==> src/rtl/csq_pkg.sv <==
package csq_pkg;

    localparam int PC_W  = 16;
    localparam int D_W   = 8;
    localparam int CNT_W = 3;

    typedef enum logic [2:0] {
        AM_DIR = 3'd0,
        AM_EXT = 3'd1,
        AM_IX2 = 3'd2,
        AM_IX1 = 3'd3,
        AM_IX  = 3'd4
    } amode_e;

    typedef struct packed {
        logic            call;
        amode_e          mode;
        logic [PC_W-1:0] opnd;
        logic [D_W-1:0]  idx;
        logic [PC_W-1:0] pc;
    } req_t;

    function automatic logic mode_ok(logic [2:0] m);
        return m <= 3'd4;
    endfunction

    // bytes occupied by the instruction, opcode included
    function automatic logic [1:0] instr_len(amode_e m);
        case (m)
            AM_IX:          return 2'd1;
            AM_DIR, AM_IX1: return 2'd2;
            default:        return 2'd3;
        endcase
    endfunction

    // busy cycles; a call adds three (two pushes plus one)
    function automatic logic [CNT_W-1:0] op_cycles(amode_e m, logic call);
        logic [CNT_W-1:0] j;
        case (m)
            AM_DIR, AM_IX:  j = CNT_W'(2);
            AM_EXT, AM_IX1: j = CNT_W'(3);
            default:        j = CNT_W'(4);
        endcase
        return call ? j + CNT_W'(3) : j;
    endfunction

endpackage

==> src/rtl/csq_addr.sv <==
module csq_addr
    import csq_pkg::*;
(
    input  req_t            req,
    output logic [PC_W-1:0] ea,
    output logic [PC_W-1:0] ret
);

    always_comb begin
        case (req.mode)
            AM_DIR:  ea = PC_W'(req.opnd[D_W-1:0]);
            AM_EXT:  ea = req.opnd;
            AM_IX2:  ea = req.opnd + PC_W'(req.idx);
            AM_IX1:  ea = PC_W'(req.opnd[D_W-1:0]) + PC_W'(req.idx);
            default: ea = PC_W'(req.idx);
        endcase
        ret = req.pc + PC_W'(instr_len(req.mode));
    end

endmodule

==> src/rtl/csq_ctrl.sv <==
module csq_ctrl
    import csq_pkg::*;
(
    input  logic             clk,
    input  logic             rst,
    input  logic             start,
    input  logic             valid,
    input  logic [CNT_W-1:0] n_cyc,
    input  logic             call_q,
    output logic             take,
    output logic             busy,
    output logic             done,
    output logic             push_lo,
    output logic             push_hi
);

    logic [CNT_W-1:0] cnt;

    assign busy    = (cnt != '0);
    assign done    = (cnt == CNT_W'(1));
    assign take    = start && valid && !busy;
    assign push_lo = call_q && (cnt == CNT_W'(3));
    assign push_hi = call_q && (cnt == CNT_W'(2));

    always_ff @(posedge clk) begin
        if (rst)       cnt <= '0;
        else if (take) cnt <= n_cyc;
        else if (busy) cnt <= cnt - CNT_W'(1);
    end

    // a running countdown is never reloaded by start
    a_r8_count_steps: assert property (@(posedge clk) disable iff (rst)
        (busy && !done) |=> (busy && cnt == $past(cnt) - CNT_W'(1)));

    // the done cycle is followed by an idle cycle
    a_r3_done_ends: assert property (@(posedge clk) disable iff (rst)
        done |=> !busy);

    // low byte is always followed by the high byte
    a_r6_push_pair: assert property (@(posedge clk) disable iff (rst)
        push_lo |=> (push_hi && !push_lo));

    // an invalid request never starts the sequencer
    a_r9_bad_mode: assert property (@(posedge clk) disable iff (rst)
        (!busy && start && !valid) |=> !busy);

endmodule

==> src/rtl/csq_stack.sv <==
module csq_stack
    import csq_pkg::*;
#(
    parameter int              SP_W    = 8,
    parameter logic [SP_W-1:0] SP_INIT = '1
) (
    input  logic            clk,
    input  logic            rst,
    input  logic            push_lo,
    input  logic            push_hi,
    input  logic [PC_W-1:0] ret,
    output logic            mem_we,
    output logic [SP_W-1:0] mem_addr,
    output logic [D_W-1:0]  mem_wdata,
    output logic [SP_W-1:0] sp
);

    logic [SP_W-1:0] sp_q;

    assign mem_we    = push_lo || push_hi;
    assign mem_addr  = sp_q;
    assign mem_wdata = push_hi ? ret[PC_W-1:PC_W-D_W] : ret[D_W-1:0];
    assign sp        = sp_q;

    always_ff @(posedge clk) begin
        if (rst)         sp_q <= SP_INIT;
        else if (mem_we) sp_q <= sp_q - 1'b1;
    end

    // every write is followed by a single decrement (wrapping)
    a_r6_sp_dec: assert property (@(posedge clk) disable iff (rst)
        mem_we |=> (sp_q == $past(sp_q) - 1'b1));

    // without a write the pointer does not move
    a_r7_sp_hold: assert property (@(posedge clk) disable iff (rst)
        !mem_we |=> $stable(sp_q));

endmodule

==> src/rtl/call_seq.sv <==
module call_seq
    import csq_pkg::*;
#(
    parameter int              SP_W    = 8,
    parameter logic [SP_W-1:0] SP_INIT = '1
) (
    input  logic            clk,
    input  logic            rst,
    input  logic            start,
    input  logic            is_call,
    input  logic [2:0]      mode,
    input  logic [15:0]     opnd,
    input  logic [7:0]      idx,
    input  logic [15:0]     pc_cur,
    output logic            busy,
    output logic            done,
    output logic [15:0]     pc_out,
    output logic            mem_we,
    output logic [SP_W-1:0] mem_addr,
    output logic [7:0]      mem_wdata,
    output logic [SP_W-1:0] sp_out
);

    req_t             req_in, req_q;
    logic             take, push_lo, push_hi;
    logic [PC_W-1:0]  ea, ret, pc_q;
    logic [CNT_W-1:0] n_cyc;

    always_comb begin
        req_in.call = is_call;
        req_in.mode = amode_e'(mode);
        req_in.opnd = opnd;
        req_in.idx  = idx;
        req_in.pc   = pc_cur;
        n_cyc       = op_cycles(req_in.mode, is_call);
    end

    always_ff @(posedge clk) begin
        if (rst)       req_q <= '0;
        else if (take) req_q <= req_in;
    end

    csq_addr u_addr (
        .req (req_q),
        .ea  (ea),
        .ret (ret)
    );

    csq_ctrl u_ctrl (
        .clk     (clk),
        .rst     (rst),
        .start   (start),
        .valid   (mode_ok(mode)),
        .n_cyc   (n_cyc),
        .call_q  (req_q.call),
        .take    (take),
        .busy    (busy),
        .done    (done),
        .push_lo (push_lo),
        .push_hi (push_hi)
    );

    csq_stack #(.SP_W(SP_W), .SP_INIT(SP_INIT)) u_stack (
        .clk       (clk),
        .rst       (rst),
        .push_lo   (push_lo),
        .push_hi   (push_hi),
        .ret       (ret),
        .mem_we    (mem_we),
        .mem_addr  (mem_addr),
        .mem_wdata (mem_wdata),
        .sp        (sp_out)
    );

    always_ff @(posedge clk) begin
        if (rst)       pc_q <= '0;
        else if (done) pc_q <= ea;
    end

    assign pc_out = pc_q;

    // the program counter takes the target at the end of done
    a_r10_pc_load: assert property (@(posedge clk) disable iff (rst)
        done |=> (pc_q == $past(ea)));

    // and holds otherwise
    a_r10_pc_hold: assert property (@(posedge clk) disable iff (rst)
        !done |=> $stable(pc_q));

    // a jump never writes the stack
    a_r7_jump_no_write: assert property (@(posedge clk) disable iff (rst)
        (busy && !req_q.call) |-> !mem_we);

endmodule

==> config.mk <==
export PLATFORM = sky130hd
export DESIGN_NAME = call_seq
export DESIGN_NICKNAME = d
export VERILOG_FILES = /design/src/rtl/csq_pkg.sv /design/src/rtl/csq_addr.sv /design/src/rtl/csq_ctrl.sv /design/src/rtl/csq_stack.sv /design/src/rtl/call_seq.sv
export SDC_FILE = /design/constraint.sdc
export NUM_CORES = 1
export LEC_CHECK = 0
export ABC_AREA = 1
export BUFFER_PORTS_ARGS = -buffer_cell sky130_fd_sc_hd__buf_2
export CORE_MARGIN = 3
export CORE_UTILIZATION = 28
export CTS_BUF_LIST = sky130_fd_sc_hd__clkbuf_2
export DETAILED_ROUTE_END_ITERATION = 10
export GPL_TIMING_DRIVEN = 0
export PLACE_DENSITY = 0.55
export SLEW_MARGIN = 20
export SYNTH_ARGS = -nofsm -noshare
export SYNTH_HDL_FRONTEND = slang
export SYNTH_SLANG_ARGS = --single-unit
==> constraint.sdc <==
create_clock -name clk -period 2 [get_ports clk]
set_input_delay 0.1 -clock clk [delete_from_list [all_inputs] [get_ports clk]]
set_output_delay 0.1 -clock clk [all_outputs]
set_load 0.005 [all_outputs]
==> results.json, run 1 <==
{
  "status": "complete, but fails checks",
  "violations": "negative setup slack",
  "r2r-start": "req_q[16]",
  "cp-start-kind": "flip-flop",
  "place.gp.congestion": 0.870,
  "clkLatencyLatePin_ns": 0.53,
  "io_buffers": 88,
  "drv_cap": 0,
  "clock_sink_count": 71,
  "r2r-end": "pc_out[12]",
  "use_met3_pct": 2.92,
  "worst_slack_ns": -0.684,
  "grt_max_degree": 19,
  "netSwitchingFraction_pct": 42.4,
  "synth_flop_cell": "dfxtp_1",
  "die_area_um2": 16300,
  "ios": 90,
  "h-tree-depth": 3,
  "grt_remaining_overflow": 0,
  "busiest_layer": "met2",
  "antenna_found_initial": 0,
  "min_period_ns": 2.68,
  "dp_hpwl_um": 9810,
  "reg2reg_depth": 13,
  "clock.fmax_ghz": 0.373,
  "final_common_cell": "nand2_1",
  "final_cell_mix": "nand2_1, buf_2, a21oi_1",
  "syn_area_um2": 4140,
  "dp_slack_ns": -0.421,
  "grt.total_usage_pct": 16.4,
  "use_met1_pct": 22.5,
  "cts_buffers": 9,
  "die_height_um": 128,
  "syn_to_final_growth_pct": 39.5,
  "tightest_slew_ns": 0.614,
  "finalSetupViolCount": 8,
  "holdPathEnd": "req_q[23]",
  "relSlewSlack_pct": 59.1,
  "clk_pin_slew_ns": 0.20,
  "pwr-share-seq_pct": 39.4,
  "worst-setup-path-type": "flip-flop to output pin",
  "n_antenna_cell": 0,
  "seq_area_frac_synth_pct": 34.3,
  "required_ns": 1.90,
  "synthCells": 595,
  "drive_gt1_share_pct": 27.8,
  "vias_per_cell": 4.58,
  "cp_max_fo": 3,
  "cts_tree": "yes",
  "finalHoldViolations": 0,
  "cp-end-kind": "output pin",
  "crit_arrival_ns": 2.58,
  "synth_warnings": 0,
  "ir_drop_mv": 0.302,
  "p_int_w": 0.00286,
  "slew_viol_final": 0,
  "p_leak_nw": 2.63,
  "vias": 4317,
  "synthDistinctLibCells": 41,
  "synth_edf_count": 0,
  "crit_path_cell_trace": "buf_6, nand2_4, a21oi_2, inv_2, ha_4, fa_2, nand4_4, nor2_4, nand3_2, nor2_4, nand2_4, o21ai_2, o21ai_2, buf_2",
  "skew_ns": 0.0268,
  "drc": 0,
  "first_pass_iters": 4,
  "finalNetCount": 823,
  "async_flop_share_pct": 0,
  "register_area_um2": 1430,
  "final.period_utilization_pct": 134,
  "syn_nets": 661,
  "hp-class": "primary input to flip-flop",
  "grt_pass1_vias": 4249,
  "crit_family": "adder cells",
  "detail_route.wl_per_cell_um": 14.1,
  "drt_iter0_markers": 261,
  "core_area_um2": 14100,
  "grt_pass1_wl_um": 21300,
  "rsz0062_at_grt": "true",
  "holdPathStages": 4,
  "clockRootBuffer": "clkbuf_2",
  "synth_seq_cells": 71,
  "worstHoldStart": "idx[7]",
  "die_w_um": 128,
  "grtUsageMet2_pct": 26.6,
  "start_util_pct": 29.3,
  "clock_path_buffers": 2,
  "syn_avg_cell_area_um2": 6.96,
  "power_frac_comb_pct": 44.7,
  "slowest_stage": "dfxtp_4",
  "fin_util_pct": 40.8,
  "switchingPower_w": 0.00210,
  "num-fill-cells": 1458,
  "power_density_nw_per_um2": 859,
  "final_antenna_net_count": 0,
  "cp.buffers_inverters": 3,
  "multi_input_area_um2": 2470,
  "wirelength_um": 13200,
  "rows": 43,
  "ff2ff_setup_slack_ns": 0.13,
  "slowest_delay_ns": 0.43,
  "clockPowerShare_pct": 15.9
}
metal layers:
metal	vias to the layer above	share of wire, %
met2	105	45
met4	0	1.1
met5	-	0
li1	2281	-
met1	1922	48
met3	9	5.4
final cells by class:
cell class                      count  share of cell area (%)
Clock buffer                       10                   0.866
Multi-Input combinational cell    413                    42.7
Buffer                             28                    2.88
Sequential cell                    71                    24.8
Tap cell                          180                    3.90
Timing Repair Buffer              154                    18.6
Inverter                           80                    5.41
Clock inverter                      6                   0.888
synthesized netlist by cell type, types with 2 or more instances:
library cell,count,area [um^2]
a21oi_1,87,435
a31oi_1,2,12.5
buf_2,12,60.1
buf_4,8,60.1
clkbuf_1,11,41.3
dfxtp_1,71,1420
fa_1,2,40.0
ha_1,17,213
inv_1,69,259
inv_2,11,41.3
nand2_1,122,458
nand2_2,6,37.5
nand2_4,2,22.5
nand3_1,34,170
nand4_1,4,25.0
nor2_1,27,101
nor2_2,3,18.8
nor3_1,5,25.0
nor3_2,2,20.0
nor3_4,2,32.5
o211ai_1,2,15.0
o21ai_0,56,280
o21ai_1,10,50.1
o21ai_2,2,17.5
xnor2_1,3,26.3
xor2_1,10,87.6
power groups by stage:
| stage | Sequential, W | Combinational [W] | Clock, W |
|---|---|---|---|
| detailed placement | 0.00195 | 0.00193 | 0 |
| global route | 0.00199 | 0.00250 | 0.000893 |
| CTS | 0.00193 | 0.00217 | 0.000836 |
| floorplan | 0.00190 | 0.00132 | 0 |
| global placement | 0.00196 | 0.00193 | 0 |
| finish | 0.00196 | 0.00222 | 0.000788 |
stage by stage:
| stage | instances | hold WS (ns) | cell area [um^2] | setup TNS [ns] | power, W |
|---|---|---|---|---|---|
| CTS | 938 | 0.289 | 5670 | -5.98 | 0.00494 |
| finish | 942 | 0.352 | 5780 | -4.85 | 0.00497 |
| detailed placement | 863 | 0.359 | 4850 | -2.39 | 0.00388 |
| global route | 942 | 0.294 | 5780 | -6.10 | 0.00539 |
| global placement | 863 | 0.361 | 4850 | -2.20 | 0.00388 |
| floorplan | 595 | 0.243 | 4190 | -0.0719 | 0.00322 |
cell families (layout without fill, tap and decap cells):
| logic type | after synthesis | after routing | synth area share (%) |
|---|---|---|---|
| compound gates | 164 | 164 | 20.6 |
| xor+xnor | 13 | 13 | 2.75 |
| fa+ha+maj | 19 | 19 | 6.10 |
| buf+inv | 111 | 278 | 11.1 |
| flops | 71 | 71 | 34.3 |
| simple gates | 217 | 217 | 25.1 |
worst max path at each step:
stage	cells after the start	startpoint	end
final	14	req_q[41]	mem_wdata[4]
after global routing	15	req_q[41]	mem_wdata[4]
after CTS	16	req_q[41]	mem_wdata[4]
after detailed placement	15	req_q[42]	mem_wdata[4]
after global placement	17	req_q[41]	mem_wdata[4]
after floorplan	16	req_q[41]	mem_wdata[4]
tightest hold or removal path, cell delays in order:
cell,delay [ns]
dlygate4sd3_1,0.53
buf_2,0.13
nand2_1,0.06
a21oi_1,0.05
registers in the layout, indices dropped and copies added, names as in the netlist:
register,count
pc_out,16
u_ctrl.cnt,3
u_stack.mem_addr,8
req_q,44
repair_timing:
action	4_1_cts	5_1_grt
pin swaps	14	11
setup buffers	14	7
hold buffers	47	0
endpoints found under the setup margin	11	14
hold endpoints to repair	48	0
gates resized for setup	40	27
No activity file was read; power rests on OpenSTA's default activity.
==> inputs of run 2 (changes only) <==
Settings changed: CORE_UTILIZATION 28 to 51, PLACE_DENSITY 0.55 to 0.86.
==> run 2 against run 1 <==
The run still ends with negative setup slack left. First-iteration DRC count rose by 74%. Power rose by 4.4%. Setup slack got worse by 0.11 ns. Die area fell by 43%. Register-to-register slack got worse by 0.10 ns. Worst hold slack got worse by 0.015 ns. Critical endpoint unchanged. Largest cell class unchanged. Highest routed layer unchanged.
==> results.json, run 2 (same netlist as run 1, synthesis figures left out) <==
{
  "min_period_ns": 2.79,
  "die_w_um": 96.1,
  "total_power_w": 0.00519,
  "rows": 32,
  "required_ns": 1.90,
  "cts_tree": "yes",
  "start_util_pct": 53.1,
  "worstHoldStart": "idx[3]",
  "grt_remaining_overflow": 0,
  "drv_cap": 0,
  "drive_gt1_share_pct": 26.9,
  "ios": 90,
  "worst_slack_ns": -0.794,
  "holdPathStages": 4,
  "final_cell_mix": "nand2_1, buf_2, a21oi_1",
  "rsz0062_at_grt": "true",
  "final_common_cell": "nand2_1",
  "slew_viol_final": 0,
  "grt_pass1_wl_um": 20600,
  "die_height_um": 96.1,
  "dp_slack_ns": -0.401,
  "final.period_utilization_pct": 140,
  "vias_per_cell": 5.58,
  "worst-setup-path-type": "flip-flop to output pin",
  "hp-class": "primary input to flip-flop",
  "p_leak_nw": 2.60,
  "largest_reg_flops": 44,
  "final_antenna_net_count": 0,
  "core_area_um2": 7810,
  "grt_max_degree": 19,
  "detail_route.wl_per_cell_um": 15.9,
  "n_antenna_cell": 0,
  "io_buffers": 88,
  "ff2ff_setup_slack_ns": 0.03,
  "tightest_slew_ns": 0.623,
  "vias": 4835,
  "drc": 0,
  "holdWs_ns": 0.338,
  "num-fill-cells": 595,
  "antenna_found_initial": 0,
  "status": "complete, but fails checks",
  "place.gp.congestion": 0.977,
  "grt_pass1_vias": 4537,
  "cp-start-kind": "flip-flop",
  "ir_drop_mv": 0.487,
  "holdPathEnd": "req_q[19]",
  "clkLatencyLatePin_ns": 0.54,
  "wirelength_um": 13800,
  "finalSetupViolCount": 8,
  "clock_sink_count": 71,
  "multi_input_area_um2": 2410,
  "power_density_nw_per_um2": 918,
  "clock.fmax_ghz": 0.358,
  "cp_max_fo": 2,
  "grt.total_usage_pct": 28.9,
  "relSlewSlack_pct": 58.5,
  "finalNetCount": 826,
  "die_area_um2": 9240,
  "r2r-start": "u_ctrl.cnt[1]",
  "reg2reg_depth": 10,
  "violations": "negative setup slack",
  "first_pass_iters": 9,
  "cp-end-kind": "output pin",
  "clk_pin_slew_ns": 0.20,
  "syn_to_final_growth_pct": 36.4,
  "clock_path_buffers": 2,
  "r2r-end": "req_q[16]",
  "top_register": "req_q",
  "crit_arrival_ns": 2.69,
  "clockRootBuffer": "clkbuf_2",
  "drt_iter0_markers": 454,
  "finalHoldViolations": 0,
  "register_area_um2": 1430,
  "cp-startpoint": "req_q[41]",
  "h-tree-depth": 3,
  "skew_ns": 0.0174,
  "dp_hpwl_um": 9090,
  "cts_buffers": 9
}
-- run 2: cell count changes in the layout (fill, tap and decap cells not counted), moves of 2 or more --
cell,delta
clkinv_4,+2
buf_4,+3
nand2_1,+4
nor3_1,+2
o21ai_1,+4
clkinv_1,-2
nand2_4,-2
o21ai_2,-4
nand2_2,-2
-- run 2: final cells by class --
cell class | count | share of cell area, %
flip-flops and latches | 71 | 25.3
clock buffers | 10 | 0.886
multi-input cells | 413 | 42.6
repair buffers | 157 | 19.6
clock inverters | 6 | 1.09
inverters | 80 | 5.49
well taps | 102 | 2.26
plain buffers | 28 | 2.86
-- run 2: stage by stage --
stage	cells	instance area, um^2	TNS, ns	utilization [%]
3_3_place_gp	785	4750	-1.78	60.9
6_report	867	5650	-5.36	72.4
5_1_grt	867	5650	-6.72	72.4
4_1_cts	857	5510	-4.95	70.5
3_5_place_dp	785	4750	-1.95	60.9
2_1_floorplan	595	4190	-0.0719	-
-- run 2: worst max path at each step --
stage	end	slack (ns)
2_1_floorplan	mem_wdata[4]	-0.07
3_3_place_gp	mem_wdata[4]	-0.36
3_5_place_dp	mem_wdata[4]	-0.40
4_1_cts	mem_wdata[4]	-0.75
5_1_grt	mem_wdata[2]	-0.94
6_report	mem_wdata[4]	-0.79
-- run 2: critical path: stages (launching register included) --
cell and delay (ns):
dfxtp_4 0.44, buf_6 0.11, nand2_2 0.05, a21oi_2 0.17, inv_2 0.08, ha_4 0.16
fa_2 0.39, buf_4 0.15, buf_4 0.13, nand2_1 0.06, o21ai_0 0.08, nand3_1 0.14
o21ai_1 0.08, buf_2 0.13
-- run 2: where the power goes --
group	internal (W)	total, W	switching (W)
clock network	0.000290	0.000832	0.000542
registers	0.00170	0.00196	0.000263
logic	0.000931	0.00239	0.00146
total	0.00292	0.00519	0.00226
-- run 2: routing by layer --
layer	share of wire, %	global-route usage (%)	vias up
met2	46	47.7	302
li1	-	-	2280
met5	0	0	-
met4	4.6	13.4	0
met1	39	34.1	2167
met3	10	8.91	86
-- run 2: timing repair --
| action | 4_1_cts | 5_1_grt |
|---|---|---|
| setup endpoints to repair | 9 | 16 |
| buffers inserted | 10 | 12 |
| pin swaps | 12 | 13 |
| hold buffers | 48 | 0 |
| resized for setup | 26 | 23 |
| endpoints found under the hold margin | 48 | 0 |
==> inputs of run 3 (changes only) <==
--- a/config.mk
+++ b/config.mk
@@ -9,3 +9,2 @@
 export BUFFER_PORTS_ARGS = -buffer_cell sky130_fd_sc_hd__buf_2
-export CORE_MARGIN = 3
 export CORE_UTILIZATION = 51
==> constraint.sdc (replaced) <==
create_clock -name clk -period 2 [get_ports clk]
set_input_delay 0.2 -clock clk [delete_from_list [all_inputs] [get_ports clk]]
set_output_delay 0.2 -clock clk [all_outputs]
set_load 0.005 [all_outputs]
==> run 3 against run 2 <==
Count of clock-buffer cells in the layout fell by 1. Die area shrank 8.1%. Flip-flop and latch count did not move. Sequential share of layout area increased by 0.76 points. First-iteration DRC count up 2.4%. Largest cell class unchanged. The run ends with negative hold slack, negative setup slack left. Global-route usage rose by 1.7 points. Critical path depth increased by 2. Sequential power barely moved. Clock skew grew 0.0058 ns. Core utilization fell by 1.8 points. Combinational power is 7% lower. Worst hold slack lost 0.34 ns. Critical endpoint unchanged.
==> results.json, run 3 (same netlist as run 1, synthesis figures left out) <==
{
  "violations": "negative hold slack, negative setup slack",
  "die_height_um": 92.1,
  "vias": 4689,
  "pwr-share-seq_pct": 39.8,
  "grt_pass1_vias": 4448,
  "io_buffers": 88,
  "finalHoldViolations": 1,
  "holdWs_ns": -0.00699,
  "final_cell_mix": "nand2_1, buf_2, a21oi_1",
  "finalSetupViolCount": 8,
  "rsz0062_at_grt": "true",
  "ir_drop_mv": 0.521,
  "clock.fmax_ghz": 0.353,
  "cp-end-kind": "output pin",
  "slowest_delay_ns": 0.41,
  "hp-class": "primary input to flip-flop",
  "syn_to_final_growth_pct": 33.0,
  "switchingPower_w": 0.00220,
  "die_w_um": 92.1,
  "antenna_found_initial": 1,
  "cp_max_fo": 3,
  "largest_reg_flops": 44,
  "skew_ns": 0.0232,
  "grt_remaining_overflow": 0,
  "fin_util_pct": 70.6,
  "slowest_stage": "dfxtp_4",
  "p_leak_nw": 2.52,
  "cp.buffers_inverters": 4,
  "clk_pin_slew_ns": 0.23,
  "final_area_um2": 5510,
  "ios": 90,
  "finalSetupTns_ns": -5.94,
  "cts_tree": "yes",
  "h-tree-depth": 3,
  "tightest_slew_ns": 0.548,
  "rows": 32,
  "die_area_um2": 8490,
  "status": "complete, but fails checks",
  "place.gp.congestion": 0.923,
  "drive_gt1_share_pct": 27.5,
  "clock_sink_count": 71,
  "clkLatencyLatePin_ns": 0.53,
  "slew_viol_final": 0,
  "power_density_nw_per_um2": 895,
  "dp_slack_ns": -0.492,
  "p_int_w": 0.00273,
  "detail_route.wl_per_cell_um": 15.3,
  "crit_family": "simple AND/OR/NAND/NOR gates",
  "clockRootBuffer": "clkbuf_2",
  "wirelength_um": 13100,
  "clock_path_buffers": 2,
  "min_period_ns": 2.83,
  "crit_arrival_ns": 2.63,
  "grt.total_usage_pct": 30.6,
  "cts_buffers": 9,
  "worst_slack_ns": -0.834,
  "drv_cap": 0,
  "worst-setup-path-type": "flip-flop to output pin",
  "clockPowerShare_pct": 14.9,
  "core_area_um2": 7810,
  "final_common_cell": "nand2_1",
  "first_pass_iters": 8,
  "required_ns": 1.80,
  "postPlaceCellArea_um2": 4750,
  "final_antenna_net_count": 0,
  "cp-start-kind": "flip-flop",
  "top_register": "req_q",
  "netSwitchingFraction_pct": 44.6,
  "start_util_pct": 53.1,
  "final.period_utilization_pct": 142,
  "crit_path_cell_trace": "buf_6, nand2_2, a21oi_2, inv_2, ha_4, fa_2, nand4_4, nor2_4, nand3_2, nor2_4, nand2_2, o21ai_2, inv_1, o21ai_1, buf_2",
  "power_frac_comb_pct": 45.3,
  "dp_hpwl_um": 8770,
  "drc": 0,
  "grt_max_degree": 15,
  "vias_per_cell": 5.50,
  "finalNetCount": 811,
  "relSlewSlack_pct": 63.5,
  "grt_pass1_wl_um": 20600,
  "drt_iter0_markers": 465
}
## run 3: changes by cell type in the layout (fill, tap and decap cells not counted), sizes merged
cell / change
buf: -6
dlygate4sd3: -9
clkinvlp: +2
bufinv: -1
diode: +1
dlymetal6s4s: -1
## run 3: layer usage
layer	track usage [%]	up-vias	part of all wire, %
li1	-	2247	-
met3	4.89	39	7.7
met2	52.3	258	48
met5	0	-	0
met4	13.0	0	3.4
met1	38.1	2145	41
## run 3: power groups by stage
stage	clock [W]	sequential (W)	combinational, W
2_1_floorplan	0	0.00190	0.00132
3_3_place_gp	0	0.00194	0.00183
3_5_place_dp	0	0.00195	0.00188
4_1_cts	0.000732	0.00193	0.00213
5_1_grt	0.000800	0.00200	0.00243
6_report	0.000738	0.00196	0.00223
## run 3: path summary, 6_finish.rpt
path / from / end / slack, ns / cells after the start
setup / recovery: req_q[40] / mem_wdata[4] / -0.83 / 15
hold / removal: pc_cur[13] / req_q[13] / -0.007 / 3
setup reg to reg: req_q[24] / pc_out[8] / 0.12 / 13
hold reg to reg: req_q[38] / req_q[38] / 0.48 / 2
## run 3: what timing repair did
action | in CTS | in global routing
endpoints found under the setup margin | 11 | 14
setup buffers | 13 | 3
hold endpoints to repair | 37 | 2
hold buffers | 36 | 2
pin swaps | 15 | 10
resized for setup | 34 | 17
## run 3: worst reg2reg max path: stages, from the launching register on
cell	delay [ns]
dfxtp_2	0.40
ha_2	0.18
inv_1	0.05
fa_2	0.36
inv_2	0.09
nand3_1	0.08
nand3_2	0.10
nand2_1	0.07
nand2_2	0.08
o21ai_0	0.07
nand2_1	0.07
nand2_1	0.05
nand2_1	0.11
a21oi_2	0.06
## run 3: metrics by stage
stage / std cells / power [W]
floorplan: 595 / 0.00322
global placement: 785 / 0.00377
detailed placement: 785 / 0.00384
CTS: 848 / 0.00480
global route: 853 / 0.00523
finish: 853 / 0.00493
## run 3: layout make-up
type	count	area, um^2
inverter	80	310
antenna	1	2.50
buffer	28	173
clock buffer	9	45.0
multi-input combinational	413	2410
sequential	71	1440
clock inverter	7	50.0
tap	102	128
timing repair buffer	142	952
fill	628	2300
